$ cat src/rtl/rtd_seq_pkg.sv
// Shared constants and state types for the RTD measurement sequencer.
// Register addresses and bit positions follow the converter's register layout.
package rtd_seq_pkg;

    localparam logic [6:0] ADDR_CFG = 7'h00;
    localparam logic [6:0] ADDR_RTD = 7'h01;
    localparam logic [6:0] ADDR_FLT = 7'h07;

    localparam int BIT_BIAS    = 7;
    localparam int BIT_ONESHOT = 5;
    localparam int BIT_3W      = 4;
    localparam int BIT_FCLR    = 1;
    localparam int BIT_F50     = 0;
    localparam int BIT_OVUV    = 2;

    typedef enum logic [3:0] {
        ST_IDLE, ST_INIT_RD, ST_INIT_WR, ST_BIAS_RD, ST_BIAS_WR, ST_SETTLE,
        ST_OS_RD, ST_OS_WR, ST_CONV, ST_RES_RD, ST_OFF_RD, ST_OFF_WR, ST_FLT_RD
    } step_t;

    typedef enum logic [2:0] {
        X_IDLE, X_SETUP, X_SHIFT, X_HOLD, X_GAP
    } xact_t;

endpackage

$ cat src/rtl/rtd_spi_byte.sv
// Shifts one byte out and one byte in, MSB first, with clock phase 1:
// MOSI is updated on the leading SCLK edge and MISO is captured on the trailing edge.
// Assumes start is only pulsed while idle. SCLK rests at CPOL.
module rtd_spi_byte #(
    parameter int HALF_PER = 4,
    parameter bit CPOL     = 1'b1
) (
    input  logic       clk,
    input  logic       rst_n,
    input  logic       start,
    input  logic [7:0] tx,
    output logic       done,
    output logic [7:0] rx,
    output logic       sclk,
    output logic       mosi,
    input  logic       miso
);
    localparam int CW = (HALF_PER > 1) ? $clog2(HALF_PER) : 1;

    logic [CW-1:0] div;
    logic [2:0]    bitn;
    logic          phase;
    logic          active;
    logic [7:0]    sh;

    // Half-period divider and edge generation for one byte.
    always_ff @(posedge clk) begin
        if (!rst_n) begin
            div    <= '0;
            bitn   <= '0;
            phase  <= 1'b0;
            active <= 1'b0;
            sh     <= '0;
            rx     <= '0;
            done   <= 1'b0;
            sclk   <= CPOL;
            mosi   <= 1'b0;
        end else begin
            done <= 1'b0;
            if (!active) begin
                if (start) begin
                    active <= 1'b1;
                    sh     <= tx;
                    bitn   <= '0;
                    phase  <= 1'b0;
                    div    <= '0;
                end
            end else if (div != CW'(HALF_PER - 1)) begin
                div <= div + 1'b1;
            end else begin
                div <= '0;
                if (!phase) begin
                    sclk  <= ~CPOL;
                    mosi  <= sh[7];
                    phase <= 1'b1;
                end else begin
                    sclk  <= CPOL;
                    rx    <= {rx[6:0], miso};
                    sh    <= {sh[6:0], 1'b0};
                    phase <= 1'b0;
                    bitn  <= bitn + 3'd1;
                    if (bitn == 3'd7) begin
                        active <= 1'b0;
                        done   <= 1'b1;
                    end
                end
            end
        end
    end

endmodule

$ cat src/rtl/rtd_spi_xact.sv
// Runs one register transfer: an address byte (bit 7 = write), then one data byte
// to write or one or two bytes to read. Select is held low over all bytes, with
// HALF_PER cycles of setup, hold and gap. Read bytes collect first-high in rdata.
module rtd_spi_xact import rtd_seq_pkg::*; #(
    parameter int HALF_PER = 4,
    parameter bit CPOL     = 1'b1
) (
    input  logic        clk,
    input  logic        rst_n,
    input  logic        start,
    input  logic        is_write,
    input  logic [6:0]  addr,
    input  logic [7:0]  wdata,
    input  logic        two_bytes,
    output logic        done,
    output logic [15:0] rdata,
    output logic        cs_n,
    output logic        sclk,
    output logic        mosi,
    input  logic        miso
);
    localparam int CW = (HALF_PER > 1) ? $clog2(HALF_PER) : 1;

    xact_t         xs;
    logic [CW-1:0] cnt;
    logic          wr;
    logic          first;
    logic [1:0]    nleft;
    logic [7:0]    wd;
    logic          b_start;
    logic [7:0]    b_tx;
    logic          b_done;
    logic [7:0]    b_rx;

    rtd_spi_byte #(.HALF_PER(HALF_PER), .CPOL(CPOL)) u_byte (
        .clk   (clk),
        .rst_n (rst_n),
        .start (b_start),
        .tx    (b_tx),
        .done  (b_done),
        .rx    (b_rx),
        .sclk  (sclk),
        .mosi  (mosi),
        .miso  (miso)
    );

    // Transfer framing: select, byte issue, read collection, hold and gap.
    always_ff @(posedge clk) begin
        if (!rst_n) begin
            xs      <= X_IDLE;
            cnt     <= '0;
            wr      <= 1'b0;
            first   <= 1'b0;
            nleft   <= '0;
            wd      <= '0;
            b_start <= 1'b0;
            b_tx    <= '0;
            rdata   <= '0;
            cs_n    <= 1'b1;
            done    <= 1'b0;
        end else begin
            b_start <= 1'b0;
            done    <= 1'b0;
            unique case (xs)
                X_IDLE: if (start) begin
                    cs_n  <= 1'b0;
                    wr    <= is_write;
                    wd    <= wdata;
                    nleft <= (two_bytes && !is_write) ? 2'd2 : 2'd1;
                    first <= 1'b1;
                    cnt   <= '0;
                    b_tx  <= {is_write, addr};
                    xs    <= X_SETUP;
                end
                X_SETUP: begin
                    if (cnt == CW'(HALF_PER - 1)) begin
                        b_start <= 1'b1;
                        xs      <= X_SHIFT;
                    end else begin
                        cnt <= cnt + 1'b1;
                    end
                end
                X_SHIFT: if (b_done) begin
                    if (!first && !wr) rdata <= {rdata[7:0], b_rx};
                    if (!first && nleft == 2'd1) begin
                        cnt <= '0;
                        xs  <= X_HOLD;
                    end else begin
                        if (!first) nleft <= nleft - 2'd1;
                        first   <= 1'b0;
                        b_tx    <= wr ? wd : 8'h00;
                        b_start <= 1'b1;
                    end
                end
                X_HOLD: begin
                    if (cnt == CW'(HALF_PER - 1)) begin
                        cs_n <= 1'b1;
                        cnt  <= '0;
                        xs   <= X_GAP;
                    end else begin
                        cnt <= cnt + 1'b1;
                    end
                end
                X_GAP: begin
                    if (cnt == CW'(HALF_PER - 1)) begin
                        done <= 1'b1;
                        xs   <= X_IDLE;
                    end else begin
                        cnt <= cnt + 1'b1;
                    end
                end
                default: xs <= X_IDLE;
            endcase
        end
    end

endmodule

$ cat src/rtl/rtd_wait_timer.sv
// Down-counter that pulses expired no earlier than len cycles after start.
// Assumes len >= 1. A new start reloads the count.
module rtd_wait_timer #(
    parameter int W = 8
) (
    input  logic         clk,
    input  logic         rst_n,
    input  logic         start,
    input  logic [W-1:0] len,
    output logic         expired
);
    logic [W-1:0] cnt;
    logic         run;

    // Load on start, count down, pulse once at the end.
    always_ff @(posedge clk) begin
        if (!rst_n) begin
            cnt     <= '0;
            run     <= 1'b0;
            expired <= 1'b0;
        end else begin
            expired <= 1'b0;
            if (start) begin
                cnt <= len;
                run <= 1'b1;
            end else if (run) begin
                if (cnt <= W'(1)) begin
                    expired <= 1'b1;
                    run     <= 1'b0;
                end else begin
                    cnt <= cnt - 1'b1;
                end
            end
        end
    end

endmodule

$ cat src/rtl/rtd_seq_top.sv
// Measurement sequencer for a serial RTD converter. It configures wiring and filter
// once after reset. Then, per trigger, it runs bias-on, settle, one-shot with fault
// clear, conversion wait, result read and bias-off, or a single fault-byte read.
// Every configuration change is a read-modify-write. The static inputs are latched
// at start-up.
module rtd_seq_top import rtd_seq_pkg::*; #(
    parameter int CYC_PER_US = 125,
    parameter int SETTLE_US  = 10500,
    parameter int CONV50_US  = 62500,
    parameter int CONV60_US  = 52000,
    parameter int HALF_PER   = 4,
    parameter bit CPOL       = 1'b1
) (
    input  logic        clk,
    input  logic        rst_n,
    input  logic        cfg_three_wire,
    input  logic        cfg_filter_50,
    input  logic        meas_start,
    input  logic        fault_start,
    output logic        busy,
    output logic        done,
    output logic        rtd_valid,
    output logic [14:0] rtd_code,
    output logic        ovuv_fault,
    output logic        spi_cs_n,
    output logic        spi_sclk,
    output logic        spi_mosi,
    input  logic        spi_miso
);
    localparam int SETTLE_CYC = CYC_PER_US * SETTLE_US;
    localparam int CONV50_CYC = CYC_PER_US * CONV50_US;
    localparam int CONV60_CYC = CYC_PER_US * CONV60_US;
    localparam int MAX_CYC    = (SETTLE_CYC > CONV50_CYC)
                              ? ((SETTLE_CYC > CONV60_CYC) ? SETTLE_CYC : CONV60_CYC)
                              : ((CONV50_CYC > CONV60_CYC) ? CONV50_CYC : CONV60_CYC);
    localparam int TW = $clog2(MAX_CYC + 1);

    step_t         step;
    logic          boot;
    logic          issued;
    logic          three_q;
    logic          f50_q;
    logic          is_xact;
    logic          x_start;
    logic          x_done;
    logic          x_write;
    logic          x_two;
    logic [6:0]    x_addr;
    logic [7:0]    x_wdata;
    logic [15:0]   x_rdata;
    logic          t_start;
    logic          t_exp;
    logic [TW-1:0] t_len;

    assign busy    = (step != ST_IDLE);
    assign is_xact = !(step inside {ST_IDLE, ST_SETTLE, ST_CONV});

    // Transfer parameters per step; writes modify the byte fetched by the prior read.
    always_comb begin
        x_write = 1'b0;
        x_two   = 1'b0;
        x_addr  = ADDR_CFG;
        x_wdata = x_rdata[7:0];
        unique case (step)
            ST_INIT_WR: begin
                x_write          = 1'b1;
                x_wdata[BIT_3W]  = x_rdata[BIT_3W] | three_q;
                x_wdata[BIT_F50] = x_rdata[BIT_F50] | f50_q;
            end
            ST_BIAS_WR: begin
                x_write           = 1'b1;
                x_wdata[BIT_BIAS] = 1'b1;
            end
            ST_OS_WR: begin
                x_write              = 1'b1;
                x_wdata[BIT_ONESHOT] = 1'b1;
                x_wdata[BIT_FCLR]    = 1'b1;
            end
            ST_OFF_WR: begin
                x_write           = 1'b1;
                x_wdata[BIT_BIAS] = 1'b0;
            end
            ST_RES_RD: begin
                x_addr = ADDR_RTD;
                x_two  = 1'b1;
            end
            ST_FLT_RD: x_addr = ADDR_FLT;
            default: ;
        endcase
    end

    rtd_spi_xact #(.HALF_PER(HALF_PER), .CPOL(CPOL)) u_xact (
        .clk       (clk),
        .rst_n     (rst_n),
        .start     (x_start),
        .is_write  (x_write),
        .addr      (x_addr),
        .wdata     (x_wdata),
        .two_bytes (x_two),
        .done      (x_done),
        .rdata     (x_rdata),
        .cs_n      (spi_cs_n),
        .sclk      (spi_sclk),
        .mosi      (spi_mosi),
        .miso      (spi_miso)
    );

    rtd_wait_timer #(.W(TW)) u_timer (
        .clk     (clk),
        .rst_n   (rst_n),
        .start   (t_start),
        .len     (t_len),
        .expired (t_exp)
    );

    // Step sequencing, trigger acceptance and result capture.
    always_ff @(posedge clk) begin
        if (!rst_n) begin
            step       <= ST_IDLE;
            boot       <= 1'b1;
            issued     <= 1'b0;
            three_q    <= 1'b0;
            f50_q      <= 1'b0;
            x_start    <= 1'b0;
            t_start    <= 1'b0;
            t_len      <= '0;
            done       <= 1'b0;
            rtd_valid  <= 1'b0;
            rtd_code   <= '0;
            ovuv_fault <= 1'b0;
        end else begin
            x_start <= 1'b0;
            t_start <= 1'b0;
            done    <= 1'b0;
            if (step == ST_IDLE) begin
                if (boot) begin
                    boot    <= 1'b0;
                    three_q <= cfg_three_wire;
                    f50_q   <= cfg_filter_50;
                    step    <= ST_INIT_RD;
                end else if (meas_start) begin
                    rtd_valid <= 1'b0;
                    step      <= ST_BIAS_RD;
                end else if (fault_start) begin
                    step <= ST_FLT_RD;
                end
            end else if (step == ST_SETTLE) begin
                if (t_exp) step <= ST_OS_RD;
            end else if (step == ST_CONV) begin
                if (t_exp) step <= ST_RES_RD;
            end else if (is_xact && !issued) begin
                x_start <= 1'b1;
                issued  <= 1'b1;
            end else if (x_done) begin
                issued <= 1'b0;
                unique case (step)
                    ST_INIT_RD: step <= ST_INIT_WR;
                    ST_INIT_WR: step <= ST_IDLE;
                    ST_BIAS_RD: step <= ST_BIAS_WR;
                    ST_BIAS_WR: begin
                        t_start <= 1'b1;
                        t_len   <= TW'(SETTLE_CYC);
                        step    <= ST_SETTLE;
                    end
                    ST_OS_RD: step <= ST_OS_WR;
                    ST_OS_WR: begin
                        t_start <= 1'b1;
                        t_len   <= f50_q ? TW'(CONV50_CYC) : TW'(CONV60_CYC);
                        step    <= ST_CONV;
                    end
                    ST_RES_RD: begin
                        rtd_code <= x_rdata[15:1];
                        step     <= ST_OFF_RD;
                    end
                    ST_OFF_RD: step <= ST_OFF_WR;
                    ST_OFF_WR: begin
                        rtd_valid <= 1'b1;
                        done      <= 1'b1;
                        step      <= ST_IDLE;
                    end
                    ST_FLT_RD: begin
                        ovuv_fault <= x_rdata[BIT_OVUV];
                        done       <= 1'b1;
                        step       <= ST_IDLE;
                    end
                    default: step <= ST_IDLE;
                endcase
            end
        end
    end

endmodule

$ cat config.mk
export PLATFORM = sky130hd
export DESIGN_NAME = rtd_seq_top
export DESIGN_NICKNAME = d
export VERILOG_FILES = /design/src/rtl/rtd_seq_pkg.sv /design/src/rtl/rtd_spi_byte.sv /design/src/rtl/rtd_spi_xact.sv /design/src/rtl/rtd_wait_timer.sv /design/src/rtl/rtd_seq_top.sv
export SDC_FILE = /design/constraint.sdc
export NUM_CORES = 1
export LEC_CHECK = 0
export ABC_CLOCK_PERIOD_IN_PS = 2200
export BUFFER_PORTS_ARGS = -buffer_cell sky130_fd_sc_hd__buf_2
export CELL_PAD_IN_SITES_DETAIL_PLACEMENT = 1
export CELL_PAD_IN_SITES_GLOBAL_PLACEMENT = 2
export CORE_MARGIN = 4
export CORE_UTILIZATION = 37
export DETAILED_ROUTE_END_ITERATION = 16
export GPL_TIMING_DRIVEN = 1
export PLACE_DENSITY_LB_ADDON = 0.15
export SLEW_MARGIN = 20
export SYNTH_ARGS = -nofsm -noshare
export SYNTH_HDL_FRONTEND = slang
export SYNTH_SLANG_ARGS = --single-unit
export TNS_END_PERCENT = 5
$ cat constraint.sdc
create_clock -name clk -period 2.2 [get_ports clk]
set_input_delay 0.55 -clock clk [delete_from_list [all_inputs] [get_ports clk]]
set_output_delay 0.55 -clock clk [all_outputs]
set_load 0.01 [all_outputs]
Word level (Yosys, flattened, before mapping)
Index checks and enable logic that the tools add are counted.
{"block": "classes", "div": 0, "n_eq_ne": 41, "shift": 0, "n_bitwise": 12, "n_reduce_logical": 52, "muxes": 98, "mul": 0, "n_lt_le_gt_ge": 1, "add_sub_neg": 5}
{"op": "two-way mux 23 bit", "count": 3}
{"op": "two-way mux 8 bit", "count": 8}
{"op": "case mux 23 bit (2 select lines)", "count": 1}
{"op": "two-way mux 1 bit", "count": 42}
{"op": "two-way mux 4 bit", "count": 10}
{"op": "two-way mux 3 bit", "count": 10}
{"op": "!= test 2 bit, second input constant", "count": 14}
{"op": "case mux 4 bit (7 select lines)", "count": 1}
{"op": "two-way mux 2 bit", "count": 13}
{"op": "AND reduction 6 bit", "count": 4}
{"op": "less-or-equal comparator 23 x 1 -> 1 bit, second input constant", "count": 1}
{"op": "subtractor 23 x 1 -> 23 bit, second input constant", "count": 1}
{"op": "two-way mux 21 bit", "count": 1}
{"op": "equality test 4 bit, second input constant", "count": 5}
{"op": "equality test 4 x 3 -> 1 bit, second input constant", "count": 4}
{"op": "case mux 8 bit (2 select lines)", "count": 1}
{"op": "nonzero test 2 bit", "count": 8}
{"op": "case mux 3 bit (5 select lines)", "count": 1}
{"op": "AND reduction 3 bit", "count": 5}
{"op": "AND reduction 5 bit", "count": 3}
{"op": "AND reduction 2 bit", "count": 6}
{"op": "nonzero test 4 bit", "count": 3}
{"op": "OR reduction 4 bit", "count": 3}
{"op": "inverter 1 bit", "count": 10}
{"op": "other kinds (28)", "count": 51}
{"block": "word_totals", "in_bits": 7, "latch_bits": 0, "register_bits": 146, "ram_bits": 0, "memories": 0, "romBits": 0}

Longest topological paths before layout
Gate-level depths: netlist of run 1.
{"block": "logic_depth", "word_depth": 8, "mapped_depth": 8, "mapped_depth_nobuf": 7}

Hierarchy
Synthesis of run 1 repeated with hierarchy kept, for this count alone.
{"block": "unflattened", "cells_unflattened": 731, "area_unflattened_um2": 6369.9}
{"mod": "rtd_spi_xact", "instances": 1, "area_per_inst_um2": 2011.9, "seq_area_each_um2": 880.8, "cells_per_inst": 226}
{"mod": "rtd_wait_timer", "instances": 1, "area_per_inst_um2": 1637.8, "seq_area_each_um2": 500.5, "cells_per_inst": 192}
{"mod": "rtd_seq_top", "instances": 1, "area_per_inst_um2": 1577.8, "seq_area_each_um2": 700.7, "cells_per_inst": 195}
{"mod": "rtd_spi_byte", "instances": 1, "area_per_inst_um2": 1142.3, "seq_area_each_um2": 520.5, "cells_per_inst": 118}

Worst setup path after synthesis of run 1
OpenSTA, ideal clock, no wires.
{"block": "synth_path", "path_type": "register -> register", "startpoint": "reg u_timer.cnt[1]", "endpoint": "reg u_timer.cnt[9]", "synth_period_minus_slack_ns": 1.923, "arrival_ns": 1.832, "setup_ns": 0.091, "stages_incl_launch_ff": 9, "setup_slack_ns": 0.277, "required_ns": 2.109, "path_cell_list": "dfxtp_1 -> inv_1 -> ha_1 -> o21bai_1 -> and4_1 -> buf_2 -> a2111oi_2 -> a211oi_1 -> a311oi_1"}
{"block": "synth_via", "elab_chain_cells": 4, "word_cells_on_any_way": 7}
{"element": "from (decl)", "line": "rtd_wait_timer.sv:12", "rtl": "logic [W-1:0] cnt;"}
{"element": "from (signal assigned)", "line": "rtd_wait_timer.sv:24", "rtl": "cnt <= len;"}
{"element": "from (signal assigned)", "line": "rtd_wait_timer.sv:31", "rtl": "cnt <= cnt - 1'b1;"}
{"element": "subtractor 23 x 1 -> 23 bit", "line": "rtd_wait_timer.sv:31"}
{"element": "two-way mux 23 bit", "line": "rtd_wait_timer.sv:27", "rtl": "if (cnt <= W'(1)) begin"}
{"element": "two-way mux 23 bit", "line": "rtd_wait_timer.sv:26", "rtl": "end else if (run) begin"}
{"element": "two-way mux 23 bit", "line": "rtd_wait_timer.sv:23", "rtl": "if (start) begin"}
Parallel ways exist; a longest one is shown, timed or not. The select of a mux whose other input is x is not followed.
A chain may end at the register's enable or synchronous reset.

Worst setup path after layout of run 1
{"block": "layout_path", "startpoint": "reg step[2]", "endpoint": "out busy"}
{"block": "layout_via", "elab_chain_cells": 1}
{"element": "from (decl)", "line": "rtd_seq_top.sv:38", "rtl": "step_t step;"}
{"element": "from (signal assigned)", "line": "rtd_seq_top.sv:119", "rtl": "step <= ST_IDLE;"}
{"element": "from (signal assigned)", "line": "rtd_seq_top.sv:140", "rtl": "step <= ST_INIT_RD;"}
{"element": "from (signal assigned)", "line": "rtd_seq_top.sv:143", "rtl": "step <= ST_BIAS_RD;"}
{"element": "nonzero test 4 bit", "line": "rtd_seq_top.sv:55", "rtl": "assign busy = (step != ST_IDLE);"}
{"element": "to (decl)", "line": "rtd_seq_top.sv:20", "rtl": "output logic busy,"}
No other way between the ends.

==> results.cfg, run 1 <==
[cts]
clockBufferDepth = 2
cts_buffers = 17
htree_levels = 4
clk_latency_ps = 420
cts_tree = yes
cts.reportedPaths.clkPinSlew_ps = 60
cts_root_buffer = clkbuf_16
cts.sinks = 130
hold_buffers = 0

[worst_setup_path]
critical_path_required_ps = 1650
worstSetupPathType = reg2out
worstPathArrival_ps = 1550
cp-start-kind = flip-flop
end_kind = output pin
ff2ff_path_depth = 8
r2r_slack_ps = 190
crit_fanout = 6

[pwr]
power_frac_comb_pct = 16.9
intPower_mw = 4.40
p_sw_mw = 1.85
clkPwrFrac_pct = 40.9
peakVddDrop_uv = 556
p_sw_share_pct = 29.6
p_leak_nw = 2.34
power.total_mw = 6.26
power.density_mw_per_mm2 = 965
seqPwrFrac_pct = 42.2

[routing]
drtIter0Drc = 269
via_per_inst = 5.39
route.detailed.drc = 0
vias = 4759
finalWirelength_um = 14700
wire_per_inst_um = 16.6
ant_nets = 0
drt-pass1-iter-count = 4

[synth]
syn-cell-area_mm2 = 0.00556
netlist_instances = 658
async_reset_ff_share_pct = 0
syn_nets = 672
synth_compound_area_share_pct = 18.1
syn_area_per_cell_um2 = 8.45
ys_warn_count = 0
ys_types = 63
synth_top_area_share_pct = 46.8
synthSimpleGateAreaFrac_pct = 23.4
synth_fa_ha_area_share_pct = 1.58
synth_top_family_by_area = simple AND/OR/NAND/NOR gates
ys_top_cells_by_area = dfxtp_1, a21oi_1, nand2_1, nor2_1, mux2i_1
synth_xor_area_share_pct = 2.99
synth.mux.area_fraction_pct = 3.26
synthFlopType = dfxtp_1
synth_edf_count = 0
ys_seq_area_share_pct = 46.8
synth_top_area_cell = dfxtp_1
yosys_register_bits = 130

[flow_run]
cap_violations = 0

[timing]
maxSlewViolCount = 0
final-hold-violation-count = 0
max_freq_mhz = 477
finalSetupViolCount = 0
tightest_slew_ps = 765
finalCritPeriodShare_pct = 95.3
fin_skew_ps = 9.50
rsz0062_at_grt = false
setup_ws_ps = 104
layout_min_cycle_time_ps = 2100
final.setup.tns_ps = 0
slew_headroom_pct = 48.5

[die]
coreArea_mm2 = 0.0146
dieHeight_um = 131
die_area_mm2 = 0.0170
row_count = 44
dieWidth_um = 131
initial_utilization_pct = 38.0
ios = 29

[global_route]
grt_max_degree = 52
grt_pass1_vias = 4935
antenna_found_initial = 0
grt_overflow_total = 0
grt_usage_pct = 18.4
grt_pass1_wl_um = 24700

[cells_and_area]
nNetsFinal = 701
drive_gt1_share_pct = 14.2
diodes = 0
layout_common_cells = dfxtp_1, nand2_1, a21oi_1, nor2_1, buf_2
area_growth_syn_to_layout_pct = 16.7
final_common_cell = dfxtp_1

[placement]
hpwl_um = 10500
gp_congestion = 0.816
io_buffers = 28
pre_cts_ws_ps = 112

[worst_hold_path]
min_path_type = in2reg
hold_depth = 3

[run_status]
outcome = completed
cell usage after synthesis, types with 2 or more instances:
cell,count
nor2b_1,11
a221oi_1,2
and4_1,2
buf_2,7
a31oi_1,5
or2_2,4
a211oi_1,15
a21boi_0,6
xnor2_1,9
nand4b_1,7
o31ai_1,2
nand2_1,111
dfxtp_1,130
or4_1,2
o211ai_1,2
inv_1,11
buf_1,4
nand2b_1,10
ha_1,7
xor2_1,10
nor3b_1,5
o21ai_0,22
o22ai_1,2
and3_1,4
a22oi_1,7
nor4_1,7
mux2i_1,17
nand3_1,10
nor2_1,57
clkbuf_1,28
o221a_2,2
a21oi_1,90
nand4_1,9
nand3b_1,4
nor3_1,9
worst paths after layout:
kind             startpoint             endpoint
max                 step[2]                 busy
min                spi_miso  u_xact.u_byte.rx[0]
max reg2reg  u_timer.cnt[1]       u_timer.cnt[9]
min reg2reg     rtd_code[6]          rtd_code[6]
timing repair:
item | CTS | global route
resized for setup | 1 | 1
hold endpoints to repair | 0 | 0
endpoints found under the setup margin | 1 | 1
buffers inserted | 0 | 0
pin swaps | 0 | 0
cell type report:
cell class	instances	area, um^2
sequential	130	2600
fill	1730	8160
multi-input combinational	476	2760
clock buffer	19	453
inverter	12	45.0
clock inverter	12	86.3
timing repair buffer	50	305
tap	184	230
power groups by stage:
| stage | combinational, mW | sequential [mW] | clock (mW) |
|---|---|---|---|
| finish | 1.06 | 2.64 | 2.56 |
| global route | 1.18 | 2.67 | 2.74 |
| CTS | 1.06 | 2.65 | 2.62 |
| detailed placement | 1.05 | 2.69 | 0 |
| global placement | 1.02 | 2.69 | 0 |
| floorplan | 0.818 | 2.60 | 0 |
flip-flops by register name, summed over array words and instances, names as in the netlist, 7 cells and up:
register and count:
u_xact.u_byte.sh 8, rtd_code 15, u_xact.b_tx 8, u_timer.cnt 23, u_xact.u_byte.rx 8, u_xact.rdata 16, u_xact.wd 8, t_len 7
layer usage:
layer / wire, um / global-route usage [%]
met4: 250 / 6.65
met3: 391 / 4.55
met5: 0 / 0
met2: 7240 / 31.0
met1: 6800 / 23.0
critical path: stages, from the launching register on:
cell     delay, ps
dfxtp_1        340
or4_1          600
buf_2          190
cells by family (layout without fill, tap and decap cells):
group / count (synthesis) / after routing
buffers and inverters: 52 / 93
adders and majority gates: 7 / 7
and+or+nand+nor: 264 / 264
AOI/OAI and AO/OA: 168 / 168
xor gates and xnor gates: 19 / 19
muxes: 18 / 18
DFF: 130 / 130
metrics by stage:
stage / instance area, um^2 / utilization (%) / instances / hold slack (ps)
2_1_floorplan: 5560 / - / 658 / 429
3_3_place_gp: 5930 / 40.5 / 852 / 443
3_5_place_dp: 5930 / 40.5 / 852 / 448
4_1_cts: 6470 / 44.2 / 883 / 356
5_1_grt: 6490 / 44.3 / 883 / 373
6_report: 6490 / 44.3 / 883 / 373
Note: power is estimated with default switching activity, not from simulation.
==> inputs of run 2 (changes only) <==
- SETUP_SLACK_MARGIN: default -> 0.2
==> run 2 against run 1 <==
Net effect: clock power about the same; non-clock buffer count up 2; via count up 0.44%; setup slack better by 100 ps; die area did not move; fmax up 5.1%; sequential cell count did not move; critical path depth did not move; register-to-register slack better by 40 ps; sequential share of layout area shrank 0.17 points; final cell count grew 0.23%.
==> results.cfg, run 2 (same netlist as run 1, synthesis figures left out) <==
[worst_setup_path]
worstSetupPathType = reg2out
end_kind = output pin
cp-start-kind = flip-flop
critical_path_required_ps = 1650
crit_fanout = 6
ff2ff_path_depth = 8
worstPathArrival_ps = 1440

[cts]
clockBufferDepth = 2
htree_levels = 4
cts.reportedPaths.clkPinSlew_ps = 60
clk_latency_ps = 420
cts.sinks = 130
cts_root_buffer = clkbuf_16
cts_buffers = 17
cts_tree = yes

[timing]
maxSlewViolCount = 0
layout_min_cycle_time_ps = 1990
final-hold-violation-count = 0
max_freq_mhz = 501
finalSetupViolCount = 0
tightest_slew_ps = 741
rsz0062_at_grt = true
final.setup.tns_ps = 0
slew_headroom_pct = 50.1
fin_skew_ps = 8.78
finalCritPeriodShare_pct = 90.6

[routing]
vias = 4780
route.detailed.drc = 0
via_per_inst = 5.40
wire_per_inst_um = 16.7
drtIter0Drc = 274
finalWirelength_um = 14700
drt-pass1-iter-count = 4
ant_nets = 0

[global_route]
grt_usage_pct = 18.4
gr-usage-met2_pct = 31.0
grt_pass1_vias = 4949
grt_use_met3_pct = 4.47
grt.busiest_layer = met2
grt_max_degree = 52
grt_pass1_wl_um = 24700
antenna_found_initial = 0
grt_overflow_total = 0
met1_usage_pct = 22.9

[placement]
hpwl_um = 10500
gp_congestion = 0.816
dpl.cell_count = 852
io_buffers = 28

[pwr]
power_frac_comb_pct = 17.7
power.density_mw_per_mm2 = 969
p_sw_mw = 1.87
p_leak_nw = 2.36
p_sw_share_pct = 29.5
clkPwrFrac_pct = 40.4
peakVddDrop_uv = 557
intPower_mw = 4.46
seqPwrFrac_pct = 41.9

[die]
ios = 29
coreArea_mm2 = 0.0146
dieHeight_um = 131
initial_utilization_pct = 38.0
dieWidth_um = 131
row_count = 44
die_area_mm2 = 0.0170

[cells_and_area]
largestRegisters = u_timer.cnt (23), u_xact.rdata (16), rtd_code (15)
drive_gt1_share_pct = 15.3
layout_common_cells = dfxtp_1, nand2_1, a21oi_1, nor2_1, buf_2
area_growth_syn_to_layout_pct = 17.5
largest_reg_flops = 23
nNetsFinal = 703
fillCellCount = 1727
final_common_cell = dfxtp_1
final-instance-count-excl-fill = 885
top_register = u_timer.cnt
diodes = 0

[worst_hold_path]
hold_depth = 3
min_path_type = in2reg

[run_status]
outcome = completed

[flow_run]
cap_violations = 0
-- run 2: final timing paths --
path	start	to	slack (ps)
max	step[2]	busy	210
min	spi_miso	u_xact.u_byte.rx[0]	370
max reg2reg	u_timer.cnt[1]	u_timer.cnt[9]	230
min reg2reg	rtd_code[6]	rtd_code[6]	450
-- run 2: per-layer routing --
metal / vias to the layer above / wire length, um
met1: 2329 / 6780
met3: 21 / 409
met2: 59 / 7280
li1: 2371 / -
met4: 0 / 279
met5: - / 0
-- run 2: what timing repair did --
item,in CTS,in global routing
hold buffers,0,0
pin swaps,1,3
buffers inserted,1,1
setup endpoints to repair,4,27
resized for setup,6,5
-- run 2: layout make-up --
class	instances	area [um^2]	area share [%]
Sequential cell	130	2610	40.0
Timing Repair Buffer	52	327	5.00
Multi-Input combinational cell	476	2780	42.6
Inverter	12	45.0	0.690
Clock buffer	19	453	6.94
Tap cell	184	230	3.53
Clock inverter	12	86.3	1.32
-- run 2: critical path, cell delays in order, from the launching register on --
cell	delay, ps
dfxtp_2	340
or4_4	550
buf_6	140
-- run 2: metrics by stage --
stage               power [mW]  utilization (%)  setup slack (ps)  area, um^2  hold WS (ps)
finish                    6.33             44.6               206        6530           372
global route              6.66             44.6               130        6530           373
CTS                       6.40             44.4               181        6510           356
detailed placement        3.74             40.5               112        5930           448
global placement          3.71             40.5               188        5930           443
floorplan                 3.42                -               277        5560           429
-- run 2: power by group through the flow --
stage / sequential [mW] / clock [mW] / combinational, mW
final: 2.65 / 2.56 / 1.12
after global routing: 2.68 / 2.74 / 1.25
after CTS: 2.65 / 2.62 / 1.13
after detailed placement: 2.69 / 0 / 1.05
after global placement: 2.69 / 0 / 1.02
after floorplan: 2.60 / 0 / 0.818
